**config.mk**
```make
export PLATFORM = sky130hd
export DESIGN_NAME = pwr_mode_seq
export DESIGN_NICKNAME = d
export VERILOG_FILES = /design/src/rtl/pwr_mode_pkg.sv /design/src/rtl/pms_cfg_regs.sv /design/src/rtl/pms_wake_qual.sv /design/src/rtl/pms_mode_fsm.sv /design/src/rtl/pwr_mode_seq.sv
export SDC_FILE = /design/constraint.sdc
export NUM_CORES = 1
export LEC_CHECK = 0
export ABC_CLOCK_PERIOD_IN_PS = 1250
export BUFFER_PORTS_ARGS = -buffer_cell sky130_fd_sc_hd__clkbuf_2
export CORE_MARGIN = 10
export CORE_UTILIZATION = 35
export DETAILED_ROUTE_END_ITERATION = 10
export GPL_TIMING_DRIVEN = 0
export PLACE_DENSITY_LB_ADDON = 0.15
export SYNTH_ARGS = -nofsm -noshare
export SYNTH_HDL_FRONTEND = slang
export SYNTH_SLANG_ARGS = --single-unit
```
**constraint.sdc**
```tcl
create_clock -name clk_i -period 1.25 [get_ports clk_i]
set_input_delay 0.25 -clock clk_i [delete_from_list [all_inputs] [get_ports clk_i]]
set_output_delay 0.25 -clock clk_i [all_outputs]
set_load 0.05 [all_outputs]
```
**src/rtl/pwr_mode_pkg.sv**
```systemverilog
// Shared types for the low-power mode sequencer.
// Assumes an 8-bit register write port with two register slots.
package pwr_mode_pkg;

    typedef enum logic [2:0] {
        MODE_ACT_HI  = 3'd0,
        MODE_ACT_MED = 3'd1,
        MODE_SLP_HI  = 3'd2,
        MODE_SLP_MED = 3'd3,
        MODE_SUBACT  = 3'd4
    } mode_e;

    typedef struct packed {
        logic       stby;
        logic       lspd;
        logic       med_on;
        logic       xfer;
        logic [1:0] med_sel;
        logic [1:0] sub_sel;
    } cfg_t;

    // Field positions in register A
    localparam int A_STBY_BIT = 7;
    localparam int A_LSPD_BIT = 6;
    localparam int A_MED_LSB  = 4;
    localparam int A_SUB_LSB  = 0;
    // Field positions in register B
    localparam int B_MEDON_BIT = 1;
    localparam int B_XFER_BIT  = 0;

    // Normalise the subactive select into a divider code
    function automatic logic [1:0] sub_code(input logic [1:0] sel);
        if (sel[1])
            return 2'd2;
        else if (sel[0])
            return 2'd1;
        else
            return 2'd0;
    endfunction

    function automatic logic is_sleep(input mode_e m);
        return (m == MODE_SLP_HI) || (m == MODE_SLP_MED);
    endfunction

endpackage

```
**src/rtl/pms_cfg_regs.sv**
```systemverilog
// Control register pair for the mode sequencer.
// Register A holds standby, low-speed, medium select and subactive select;
// register B holds medium-on and transfer. The subactive select is frozen
// while sub_lock_i is high. Assumes the writer supplies whole registers.
module pms_cfg_regs
    import pwr_mode_pkg::*;
#(
    parameter int DATA_W = 8
) (
    input  logic              clk_i,
    input  logic              rst_ni,
    input  logic              wr_en_i,
    input  logic              wr_sel_i,
    input  logic [DATA_W-1:0] wr_data_i,
    input  logic              sub_lock_i,
    output cfg_t              cfg_o
);

    localparam int MED_MSB = A_MED_LSB + 1;
    localparam int SUB_MSB = A_SUB_LSB + 1;

    cfg_t cfg_q;

    logic unused_data_bits;
    assign unused_data_bits = ^wr_data_i;

    // Load the addressed register, honouring the subactive lock
    always_ff @(posedge clk_i) begin
        if (!rst_ni) begin
            cfg_q <= '0;
        end else if (wr_en_i) begin
            if (!wr_sel_i) begin
                cfg_q.stby    <= wr_data_i[A_STBY_BIT];
                cfg_q.lspd    <= wr_data_i[A_LSPD_BIT];
                cfg_q.med_sel <= wr_data_i[MED_MSB:A_MED_LSB];
                if (!sub_lock_i)
                    cfg_q.sub_sel <= wr_data_i[SUB_MSB:A_SUB_LSB];
            end else begin
                cfg_q.med_on <= wr_data_i[B_MEDON_BIT];
                cfg_q.xfer   <= wr_data_i[B_XFER_BIT];
            end
        end
    end

    assign cfg_o = cfg_q;

endmodule

```
**src/rtl/pms_wake_qual.sv**
```systemverilog
// Interrupt wake qualifier: any request whose enable bit is set, blocked
// entirely by the global mask. Purely combinational; the mode FSM samples
// the result on each clock edge.
module pms_wake_qual #(
    parameter int N_IRQ = 8
) (
    input  logic [N_IRQ-1:0] req_i,
    input  logic [N_IRQ-1:0] en_i,
    input  logic             mask_i,
    output logic             wake_ok_o
);

    logic [N_IRQ-1:0] hit;

    // Per-source qualification
    for (genvar g = 0; g < N_IRQ; g++) begin : g_src
        assign hit[g] = req_i[g] & en_i[g];
    end

    // Merge sources and apply the global mask
    always_comb begin
        wake_ok_o = (|hit) & ~mask_i;
    end

endmodule

```
**src/rtl/pms_mode_fsm.sv**
```systemverilog
// Mode state machine. Reads the control bits latched before the current
// edge. A strobe that selects an unsupported mode is refused with an error
// pulse. Assumes the strobe is one cycle wide and ignores it during sleep.
module pms_mode_fsm
    import pwr_mode_pkg::*;
(
    input  logic  clk_i,
    input  logic  rst_ni,
    input  logic  sleep_i,
    input  logic  watch_clk_i,
    input  logic  wake_ok_i,
    input  logic  stby_i,
    input  logic  lspd_i,
    input  logic  xfer_i,
    input  logic  med_on_i,
    output mode_e mode_o,
    output logic  wake_o,
    output logic  err_o
);

    mode_e mode_q, mode_d;
    logic  wake_d, err_d;
    logic  unsupported;
    mode_e act_speed;

    assign unsupported = stby_i | lspd_i | xfer_i;
    assign act_speed   = med_on_i ? MODE_ACT_MED : MODE_ACT_HI;

    // Next-mode decision
    always_comb begin
        mode_d = mode_q;
        wake_d = 1'b0;
        err_d  = 1'b0;
        unique case (mode_q)
            MODE_ACT_HI, MODE_ACT_MED: begin
                if (watch_clk_i)
                    mode_d = MODE_SUBACT;
                else if (sleep_i) begin
                    if (unsupported)
                        err_d = 1'b1;
                    else
                        mode_d = med_on_i ? MODE_SLP_MED : MODE_SLP_HI;
                end else
                    mode_d = act_speed;
            end
            MODE_SLP_HI: begin
                if (wake_ok_i) begin
                    mode_d = MODE_ACT_HI;
                    wake_d = 1'b1;
                end
            end
            MODE_SLP_MED: begin
                if (wake_ok_i) begin
                    mode_d = MODE_ACT_MED;
                    wake_d = 1'b1;
                end
            end
            MODE_SUBACT: begin
                if (!watch_clk_i)
                    mode_d = act_speed;
                else if (sleep_i)
                    err_d = 1'b1;
            end
            default: mode_d = MODE_ACT_HI;
        endcase
    end

    // State and pulse registers
    always_ff @(posedge clk_i) begin
        if (!rst_ni) begin
            mode_q <= MODE_ACT_HI;
            wake_o <= 1'b0;
            err_o  <= 1'b0;
        end else begin
            mode_q <= mode_d;
            wake_o <= wake_d;
            err_o  <= err_d;
        end
    end

    assign mode_o = mode_q;

endmodule

```
**src/rtl/pwr_mode_seq.sv**
```systemverilog
// Low-power mode sequencer top. Ties the control registers, the wake
// qualifier and the mode FSM together and decodes the mode into the halt,
// PWM gating and clock-select outputs. Assumes a single clock domain.
module pwr_mode_seq
    import pwr_mode_pkg::*;
#(
    parameter int N_IRQ  = 8,
    parameter int DATA_W = 8
) (
    input  logic              clk_i,
    input  logic              rst_ni,
    input  logic              sleep_i,
    input  logic              watch_clk_i,
    input  logic              wr_en_i,
    input  logic              wr_sel_i,
    input  logic [DATA_W-1:0] wr_data_i,
    input  logic [N_IRQ-1:0]  irq_req_i,
    input  logic [N_IRQ-1:0]  irq_en_i,
    input  logic              irq_mask_i,
    output logic [2:0]        mode_o,
    output logic              cpu_halt_o,
    output logic              pwm_en_o,
    output logic              clk_med_o,
    output logic [1:0]        med_div_o,
    output logic [1:0]        sub_div_o,
    output logic              wake_o,
    output logic              err_o
);

    cfg_t  cfg;
    mode_e mode;
    logic  wake_ok;
    logic  sub_lock;

    assign sub_lock = (mode == MODE_SUBACT);

    pms_cfg_regs #(.DATA_W(DATA_W)) u_regs (
        .clk_i      (clk_i),
        .rst_ni     (rst_ni),
        .wr_en_i    (wr_en_i),
        .wr_sel_i   (wr_sel_i),
        .wr_data_i  (wr_data_i),
        .sub_lock_i (sub_lock),
        .cfg_o      (cfg)
    );

    pms_wake_qual #(.N_IRQ(N_IRQ)) u_wake (
        .req_i     (irq_req_i),
        .en_i      (irq_en_i),
        .mask_i    (irq_mask_i),
        .wake_ok_o (wake_ok)
    );

    pms_mode_fsm u_fsm (
        .clk_i       (clk_i),
        .rst_ni      (rst_ni),
        .sleep_i     (sleep_i),
        .watch_clk_i (watch_clk_i),
        .wake_ok_i   (wake_ok),
        .stby_i      (cfg.stby),
        .lspd_i      (cfg.lspd),
        .xfer_i      (cfg.xfer),
        .med_on_i    (cfg.med_on),
        .mode_o      (mode),
        .wake_o      (wake_o),
        .err_o       (err_o)
    );

    // Decode the mode into control outputs
    always_comb begin
        mode_o     = mode;
        cpu_halt_o = is_sleep(mode);
        pwm_en_o   = !is_sleep(mode);
        clk_med_o  = (mode == MODE_ACT_MED) || (mode == MODE_SLP_MED);
        med_div_o  = cfg.med_sel;
        sub_div_o  = sub_code(cfg.sub_sel);
    end

endmodule

```
==> run metrics, run 1 <==
core area=roughly 1700 µm²; f_max=between 600 and 700 MHz; Comb power frac=28.7%; Ys Warns=0; clock share of power=around a quarter; setup TNS=-0.790 ns; critical-path maximum fanout=5; cell family with most CP delay=simple AND/OR/NAND/NOR gates; crit path cell chain=or4b_4, a2bb2oi_4, o311ai_4, nand3_1, o31ai_1; Vias/cell=roughly 4.7; Cells after Synth=68; largest net degree at the start of global routing=11; DRT iter0 DRCs=10; first-pass GRT wire length=between 3000 and 4000 µm; GR peak layer=met2; die height=about 62 µm; port bufs=40; grt total ovfl=0; Seq/Total Area, Yosys=between 40 and 50%; Overall Power=983 µW; total track usage=between 9 and 10%; met1 GRT Util=between 10% and 20%; outcome=complete, but fails checks; Reg area=around 270 µm²; RSZ-0062 raised after global routing=true; CTS tree=done; fin nets=151; fin util=61.6%; Power Dens Cells=a little over 900 nW/µm²; WL/cell=12.8 µm; Seq pwr share=a little under half; crit path setup slack, layout=-0.237 ns; antenna-violating nets left=0; clock skew=0.00366 ns; # IOs=between 40 and 50; Avg Inst Size Synth=9.27 µm²; Final Max Slew Viols=0; crit path time final=1.49 ns; crit path launch type=flop; RD Place Congestion=between 0.6 and 0.7; clk root buf=clkbuf_4; M2 GR Usage=between 15 and 20%; initial antenna violation count=0; VDD IR max=between 0.5 and 0.6 mV; Hold Buf Count CTS=0; number of global-route vias before repair=roughly 770; DRC Markers=0; Die Footprint=roughly 3900 µm²; Final Hold Fails=0; Rows=15; clk_lat worst skew=0.27 ns; CP peak stage delay=between 0.5 and 0.6 ns; share of post-route cells with drive strength above 1=around 60%; met3 Usage GRT=between 3 and 4%; area delta synth->final=68.7%; slowest CP cell=or4b_4; Clock transition at path regs=0.08 ns; DRT Wirelength=1850 µm; Max H-tree Level=1; initial core utilization=36.5%; Mapped Area=631 µm²; area occupied by multi-input gates=385 µm²; Num CTS Buffers=3; Max-cap violations=0; WP data arrival=~1.7 ns; Final setup viols=6; Rel. slew slack=~76%; worst hold path type=primary input to flop; worst path bufs/invs=0; pre-CTS WS=-0.269 ns; Seq cells post-synth=13; Sw Share=between 20% and 30%; Tightest Pin Transition=roughly 0.36 ns; leakage power=0.518 nW; clock sink total=13; violated checks=setup timing; Crit. End Element=flop; Final period util=119%; die width=around 62 µm; CP Class=flop to flop; internal power=roughly 700 µW; Detailed Routing Iterations Pass 1=4; fillers=162; Distinct cells, synth=29; diode count=0; Via Count=672; HPWL after DPL=1440 µm; Psw=around 290 µW; clk buf depth=2; WP data required=approximately 1.4 ns; synthesized net count=99
per-layer routing:
metal | part of all wire [%] | vias to the layer above
met5 | 0 | -
met4 | 1.1 | 0
met3 | 8.0 | 2
met2 | 51 | 30
met1 | 40 | 300
li1 | - | 340
layout make-up:
class	instances	share of cell area, %
Multi-Input combinational cell	49	36.2
Timing Repair Buffer	47	29.3
Sequential cell	13	25.4
Tap cell	25	2.94
Buffer	4	2.59
Clock buffer	4	2.47
Inverter	2	1.06
path summary, 6_finish.rpt:
path                   startpoint              end  slack (ns)  depth (start not counted)
setup reg to reg  u_fsm.mode_o[2]  u_fsm.mode_o[0]       -0.24                          5
setup / recovery  u_fsm.mode_o[2]  u_fsm.mode_o[0]       -0.24                          5
hold reg to reg   u_regs.cfg_o[5]  u_regs.cfg_o[5]        0.46                          2
hold / removal            sleep_i      u_fsm.err_o        0.20                          3
worst reg2reg max path, stage by stage (launching register included):
cell	delay [ns]
dfxtp_4	0.36
or4b_4	0.56
a2bb2oi_4	0.20
o311ai_4	0.07
nand3_1	0.12
o31ai_1	0.08
layout by cell type, fill, tap and decap left out, types with 2 or more instances in the layout:
master	n
buf_4	12
mux2i_1	6
clkbuf_2	31
nand2_1	6
dfxtp_4	2
clkbuf_4	6
dfxtp_1	9
nand3_1	3
and3_1	2
a22oi_1	3
dfxtp_2	2
nor2_1	7
buf_8	2
a21oi_1	3
Yosys cell counts (all sizes together):
master | n | share of area [%]
and2 | 1 | 0.99
nor2 | 7 | 4.2
nand2 | 7 | 4.6
and2b | 2 | 2.6
dfxtp | 13 | 41
a21oi | 3 | 2.4
o311ai | 1 | 2.6
nor2b | 3 | 3.0
nand3 | 3 | 2.4
o21ba | 1 | 1.6
buf | 4 | 4.4
mux2 | 1 | 1.8
o21ai | 1 | 0.79
inv | 2 | 1.2
mux2i | 6 | 9.5
a211oi | 1 | 1.2
nor3 | 1 | 0.79
a2bb2oi | 1 | 1.4
o31ai | 1 | 1.2
nor3b | 2 | 3.2
or4b | 1 | 1.6
and3 | 2 | 2.0
a22oi | 4 | 5.6
state kept, by name (all words and copies together) (netlist names):
name and cells:
u_fsm.wake_o 1, u_fsm.err_o 1, u_regs.cfg_o 8, u_fsm.mode_o 3
power groups by stage:
stage	sequential (mW)	combinational (mW)	clock [mW]
CTS	0.443	0.263	0.266
detailed placement	0.455	0.221	0
global placement	0.454	0.218	0
finish	0.444	0.282	0.256
global route	0.448	0.303	0.294
floorplan	0.473	0.123	0
per-stage QoR:
stage | std cells | area, µm² | hold WS, ns
floorplan | 68 | 648 | 0.364
global placement | 133 | 880 | 0.449
detailed placement | 133 | 880 | 0.449
CTS | 142 | 1010 | 0.181
global route | 144 | 1060 | 0.198
finish | 144 | 1060 | 0.201
logic make-up (layout without fill, tap and decap cells):
| group | after synthesis | after routing | share of synthesized area [%] |
|---|---|---|---|
| AOI/OAI and AO/OA | 13 | 13 | 16.7 |
| buffers and inverters | 6 | 57 | 5.55 |
| DFF | 13 | 13 | 41.3 |
| muxes | 7 | 7 | 11.3 |
| and+or+nand+nor | 29 | 29 | 25.2 |
repair_timing:
item,4_1_cts,5_1_grt
gates cloned,0,0
endpoints found under the setup margin,8,14
resized for setup,13,17
pin swaps,4,5
setup buffers,5,2
No activity file was read; power rests on OpenSTA's default activity.
==> run 2: changes to the inputs <==
--- a/config.mk
+++ b/config.mk
@@ -12,6 +12,7 @@
 export DETAILED_ROUTE_END_ITERATION = 10
 export GPL_TIMING_DRIVEN = 0
 export PLACE_DENSITY_LB_ADDON = 0.15
+export SETUP_SLACK_MARGIN = 0.3
 export SYNTH_ARGS = -nofsm -noshare
 export SYNTH_HDL_FRONTEND = slang
 export SYNTH_SLANG_ARGS = --single-unit
==> run 2 against run 1 <==
Net effect: the run still ends with setup timing left; total power is 6.2% higher; cell area rose by 16%; final cell count unchanged; die area unchanged; sequential power is essentially flat; critical path type unchanged; largest cell class is now non-clock buffers; largest power group unchanged.
==> run metrics, run 2 (synthesized netlist as in run 1, its figures left out) <==
die width=between 60 and 70 µm; Reg area=282 µm²; initial core utilization=approximately 37%; Max-cap violations=0; reg2reg start=u_fsm.mode_o[2]; crit path setup slack, layout=-0.252 ns; Num CTS Buffers=3; GR peak layer=met2; total track usage=10.6%; R2R depth=5; antenna-violating nets left=0; CP startpoint=u_fsm.mode_o[2]; VDD IR max=0.515 mV; CP Class=flop to flop; first-pass GRT wire length=approximately 3400 µm; DRT iter0 DRCs=3; core area=around 1700 µm²; r2r setup slk=-0.25 ns; initial antenna violation count=0; RR Endpoint=u_fsm.err_o; Final Hold Fails=0; crit path time final=~1.5 ns; worst hold path type=primary input to flop; WL/cell=14.4 µm; Final Max Slew Viols=0; Rel. slew slack=approximately 73%; clk root buf=clkbuf_4; Rows=15; Clock transition at path regs=~0.090 ns; Final setup viols=6; DRC Markers=0; WP data required=1.47 ns; fin nets=~150; CTS tree=done; violated checks=setup timing; M2 GR Usage=a little under a fifth; area occupied by multi-input gates=between 300 and 400 µm²; Max H-tree Level=1; port bufs=40; RD Place Congestion=~0.70; max reg flops=8; fillers=approximately 140; clk_lat worst skew=between 0.2 and 0.3 ns; crit path launch type=flop; # IOs=43; Power Dens Cells=843 nW/µm²; clock sink total=13; most frequent cells in the layout=clkbuf_2, clkbuf_16; final std cells w/o fill=about 140; clock skew=0.00872 ns; largest net degree at the start of global routing=11; Crit. End Element=flop; met3 Usage GRT=around 3.6%; f_max=about 670 MHz; met1 GRT Util=10.0%; commonest non-fill, non-tap cell in the layout=clkbuf_2; diode count=0; Via Count=692; grt total ovfl=0; Hold Buf Count CTS=0; WP data arrival=between 1.5 and 2 ns; leakage power=about 0.57 nW; setup TNS=-1.01 ns; clk buf depth=2; number of global-route vias before repair=approximately 770; Placed Cells=about 130; Die Footprint=between 3000 and 4000 µm²; Vias/cell=~4.8; DRT Wirelength=2070 µm; pre-CTS WS=-0.252 ns; die height=roughly 62 µm; Tightest Pin Transition=just over 0.4 ns; Detailed Routing Iterations Pass 1=5; Final period util=120%; outcome=complete, but fails checks; area delta synth->final=96.2%; RSZ-0062 raised after global routing=true; share of post-route cells with drive strength above 1=64.7%; critical-path maximum fanout=6; CP endpoint=u_fsm.err_o
-- run 2: worst max-delay path, stage by stage, from the launching register on --
cell and delay [ns]:
dfxtp_4 0.37, or4b_4 0.56, a2bb2oi_4 0.18, buf_4 0.15, buf_6 0.10, nor2_2 0.08
-- run 2: timing repair --
action | in CTS | in global routing
hold endpoints to repair | 0 | 0
endpoints found under the setup margin | 17 | 18
gates resized for setup | 46 | 6
gates cloned | 0 | 0
pin swaps | 6 | 5
setup buffers | 6 | 1
-- run 2: area by class of cell --
type,instances,area share (%)
Buffer,4,3.13
Clock buffer,4,2.12
Inverter,2,0.910
Multi-Input combinational cell,49,31.4
Sequential cell,13,22.8
Tap cell,25,2.53
Timing Repair Buffer,47,37.1
-- run 2: worst min path at each step --
stage / depth (start not counted) / start / slack (ns) / to
global placement: 2 / u_regs.cfg_o[5] / 0.45 / u_regs.cfg_o[5]
CTS: 3 / sleep_i / 0.17 / u_fsm.err_o
floorplan: 2 / sleep_i / 0.36 / u_fsm.err_o
detailed placement: 2 / u_regs.cfg_o[5] / 0.45 / u_regs.cfg_o[5]
global route: 3 / wr_data_i[7] / 0.21 / u_regs.cfg_o[7]
finish: 3 / wr_data_i[7] / 0.20 / u_regs.cfg_o[7]
-- run 2: metal layers --
| layer | wire [µm] | vias to the layer above |
|---|---|---|
| met5 | 0 | - |
| met4 | 65 | 0 |
| met3 | 146 | 6 |
| met2 | 1130 | 25 |
| met1 | 726 | 314 |
| li1 | - | 347 |
-- run 2: through the flow --
stage                     total power, mW  utilization, %  hold slack (ns)  cell area [µm²]
after floorplan                     0.598               -            0.364              659
after global placement              0.673            51.6            0.447              891
after detailed placement            0.678            51.6            0.450              891
after CTS                            1.02            70.0            0.166             1210
after global routing                 1.09            71.7            0.212             1240
final                                1.04            71.7            0.199             1240
-- run 2: where the power goes --
| group | leakage, nW | internal (mW) | switching, mW |
|---|---|---|---|
| Clock | 0.0150 | 0.124 | 0.148 |
| Sequential | 0.111 | 0.429 | 0.0158 |
| Combinational | 0.443 | 0.175 | 0.151 |
==> run 3: changes to the inputs <==
--- a/config.mk
+++ b/config.mk
@@ -5,10 +5,11 @@
 export SDC_FILE = /design/constraint.sdc
 export NUM_CORES = 1
 export LEC_CHECK = 0
+export ABC_AREA = 1
 export ABC_CLOCK_PERIOD_IN_PS = 1250
 export BUFFER_PORTS_ARGS = -buffer_cell sky130_fd_sc_hd__clkbuf_2
 export CORE_MARGIN = 10
-export CORE_UTILIZATION = 35
+export CORE_UTILIZATION = 36
 export DETAILED_ROUTE_END_ITERATION = 10
 export GPL_TIMING_DRIVEN = 0
 export PLACE_DENSITY_LB_ADDON = 0.15
==> run 3 against run 2 <==
Net effect: the run still ends with setup timing left; global-route usage rose by 0.15 points; core utilization up 4.0 points; largest power group is now combinational cells; fmax up 13%; critical path depth down 1; largest cell class unchanged.
==> run metrics, run 3 <==
Mapped Area=673 µm²; worst hold path type=primary input to flop; antenna-violating nets left=0; Final period util=106%; most frequent cells in the layout=clkbuf_2, nand2_1, nor2_1, inv_1, buf_4; fin util=between 70% and 80%; die height=63.2 µm; post-synthesis adder-cell area fraction=0%; ys flop type=dfxtp_1; clk_lat worst skew=roughly 0.28 ns; Cells after Synth=around 100; CP Class=flop to output pin; Hold Buf Count CTS=0; # IOs=43; pre-CTS WS=approximately 0.063 ns; HPWL after DPL=around 1500 µm; Max H-tree Level=1; diode count=0; f_max=around 750 MHz; initial antenna violation count=0; RSZ-0062 raised after global routing=true; Num CTS Buffers=3; fillers=around 130; clk buf depth=2; core area=1750 µm²; Final setup viols=6; critical-path maximum fanout=3; outcome=complete, but fails checks; VDD IR max=0.833 mV; Final Max Slew Viols=0; Max-cap violations=0; initial core utilization=between 30% and 40%; Synth async-reset ratio=0%; crit path setup slack, layout=-0.0787 ns; fin nets=192; Vias/cell=around 4.5; post-synthesis simple-gate area fraction=37.0%; WP data required=1.00 ns; crit path time final=between 1 and 1.5 ns; max reg flops=8; crit path launch type=flop; Via Count=between 800 and 900; violated checks=setup timing; Power Dens Cells=1030 nW/µm²; Tightest Pin Transition=slightly above 0.2 ns; Post-synth top cells=nand2_1, nor2_1, dfxtp_1, inv_1, o21ai_0; clk root buf=clkbuf_4; CTS tree=done; Seq cells post-synth=13; top post-synthesis cells by area=dfxtp_1, nand2_1, nor2_1; area delta synth->final=96.1%; Rel. slew slack=between 80% and 90%; most frequent cell after synthesis=nand2_1; Hold WS=0.192 ns; Post-synth EDFFs=0; largest family of logic cells by synthesized area=simple AND/OR/NAND/NOR gates; port bufs=40; DRT Wirelength=2400 µm; largest net degree at the start of global routing=11; Die Footprint=4000 µm²; Detailed Routing Iterations Pass 1=4; Avg Inst Size Synth=between 6 and 7 µm²; DRT iter0 DRCs=12; Rows=15; clock skew=roughly 0.0055 ns; grt total ovfl=0; DRC Markers=0; mux contribution to synthesized area=0%; RD Place Congestion=between 0.7 and 0.8; Crit. End Element=output pin; leakage power=~0.66 nW; top cell type's share of synthesized area=about two fifths; Clock transition at path regs=~0.080 ns; synthesized net count=~140; WP data arrival=between 1 and 1.5 ns; commonest non-fill, non-tap cell in the layout=clkbuf_2; total track usage=10.8%; Ys Warns=0; clock sink total=13; cell area after layout=between 1000 and 1500 µm²; Distinct cells, synth=17; Seq/Total Area, Yosys=approximately 39%; WL/cell=approximately 13 µm; first-pass GRT wire length=between 3000 and 4000 µm; post-synthesis compound-gate area fraction=about an eighth; number of global-route vias before repair=about 830; post-synthesis xor/xnor area fraction=0%; Final Hold Fails=0; die width=about 63 µm; DP Area=approximately 940 µm²; share of post-route cells with drive strength above 1=a little under three fifths; post-synth top area cell=dfxtp_1
## run 3: cell types whose count changed in the layout (fill, tap and decap cells not counted), sizes merged, moves of 6 or more
cell   change
inv       +13
mux2i      -6
buf        +6
o21ai      +8
nor2      +15
nand2     +20
## run 3: layer usage
layer | global-route usage (%) | wire, µm | up-vias
met4 | 2.46 | 9 | 0
met3 | 5.83 | 193 | 2
li1 | - | - | 435
met2 | 19.3 | 1230 | 34
met1 | 10.7 | 968 | 362
met5 | 0 | 0 | -
## run 3: worst paths after layout
kind | cells after the start | to | slack [ns] | start
worst max-delay path | 4 | pwm_en_o | -0.08 | u_fsm.mode_o[1]
worst min-delay path | 3 | u_regs.cfg_o[2] | 0.19 | wr_data_i[4]
worst max register to register | 9 | u_fsm.mode_o[0] | -0.08 | u_fsm.mode_o[1]
worst min register to register | 2 | u_regs.cfg_o[4] | 0.46 | u_regs.cfg_o[4]
## run 3: power breakdown
part	leakage (nW)	switching (mW)	internal, mW
sequential	0.112	0.0348	0.450
clock	0.0150	0.139	0.124
combinational	0.538	0.319	0.291
## run 3: critical path, cell delays in order, from the launching register on
cell and delay (ns):
dfxtp_4 0.37, inv_4 0.04, nor2_4 0.13, clkinvlp_4 0.11, buf_8 0.15
## run 3: timing repair
| item | CTS | global route |
|---|---|---|
| pin swaps | 4 | 4 |
| buffers inserted | 6 | 6 |
| endpoints found under the setup margin | 17 | 18 |
| gates resized for setup | 46 | 16 |
## run 3: cell families (layout without fill, tap and decap cells)
logic type      after synthesis  after routing
flops                        13             13
buf+inv                      19             75
compound gates               16             16
simple gates                 56             56
## run 3: cell type report
type                            count  area [µm²]  area share, %
Multi-Input combinational cell     72         389           29.5
Clock buffer                        4        26.3           1.99
Buffer                              4        38.8           2.94
Inverter                           15        65.1           4.93
Timing Repair Buffer               52         488           37.0
Sequential cell                    13         282           21.3
Tap cell                           25        31.3           2.37
## run 3: through the flow
stage | power, mW | std cells | setup TNS, ns
after floorplan | 0.760 | 104 | -0.510
after global placement | 0.859 | 169 | 0
after detailed placement | 0.865 | 169 | 0
after CTS | 1.28 | 179 | -0.170
after global routing | 1.43 | 185 | -0.653
final | 1.36 | 185 | -0.343
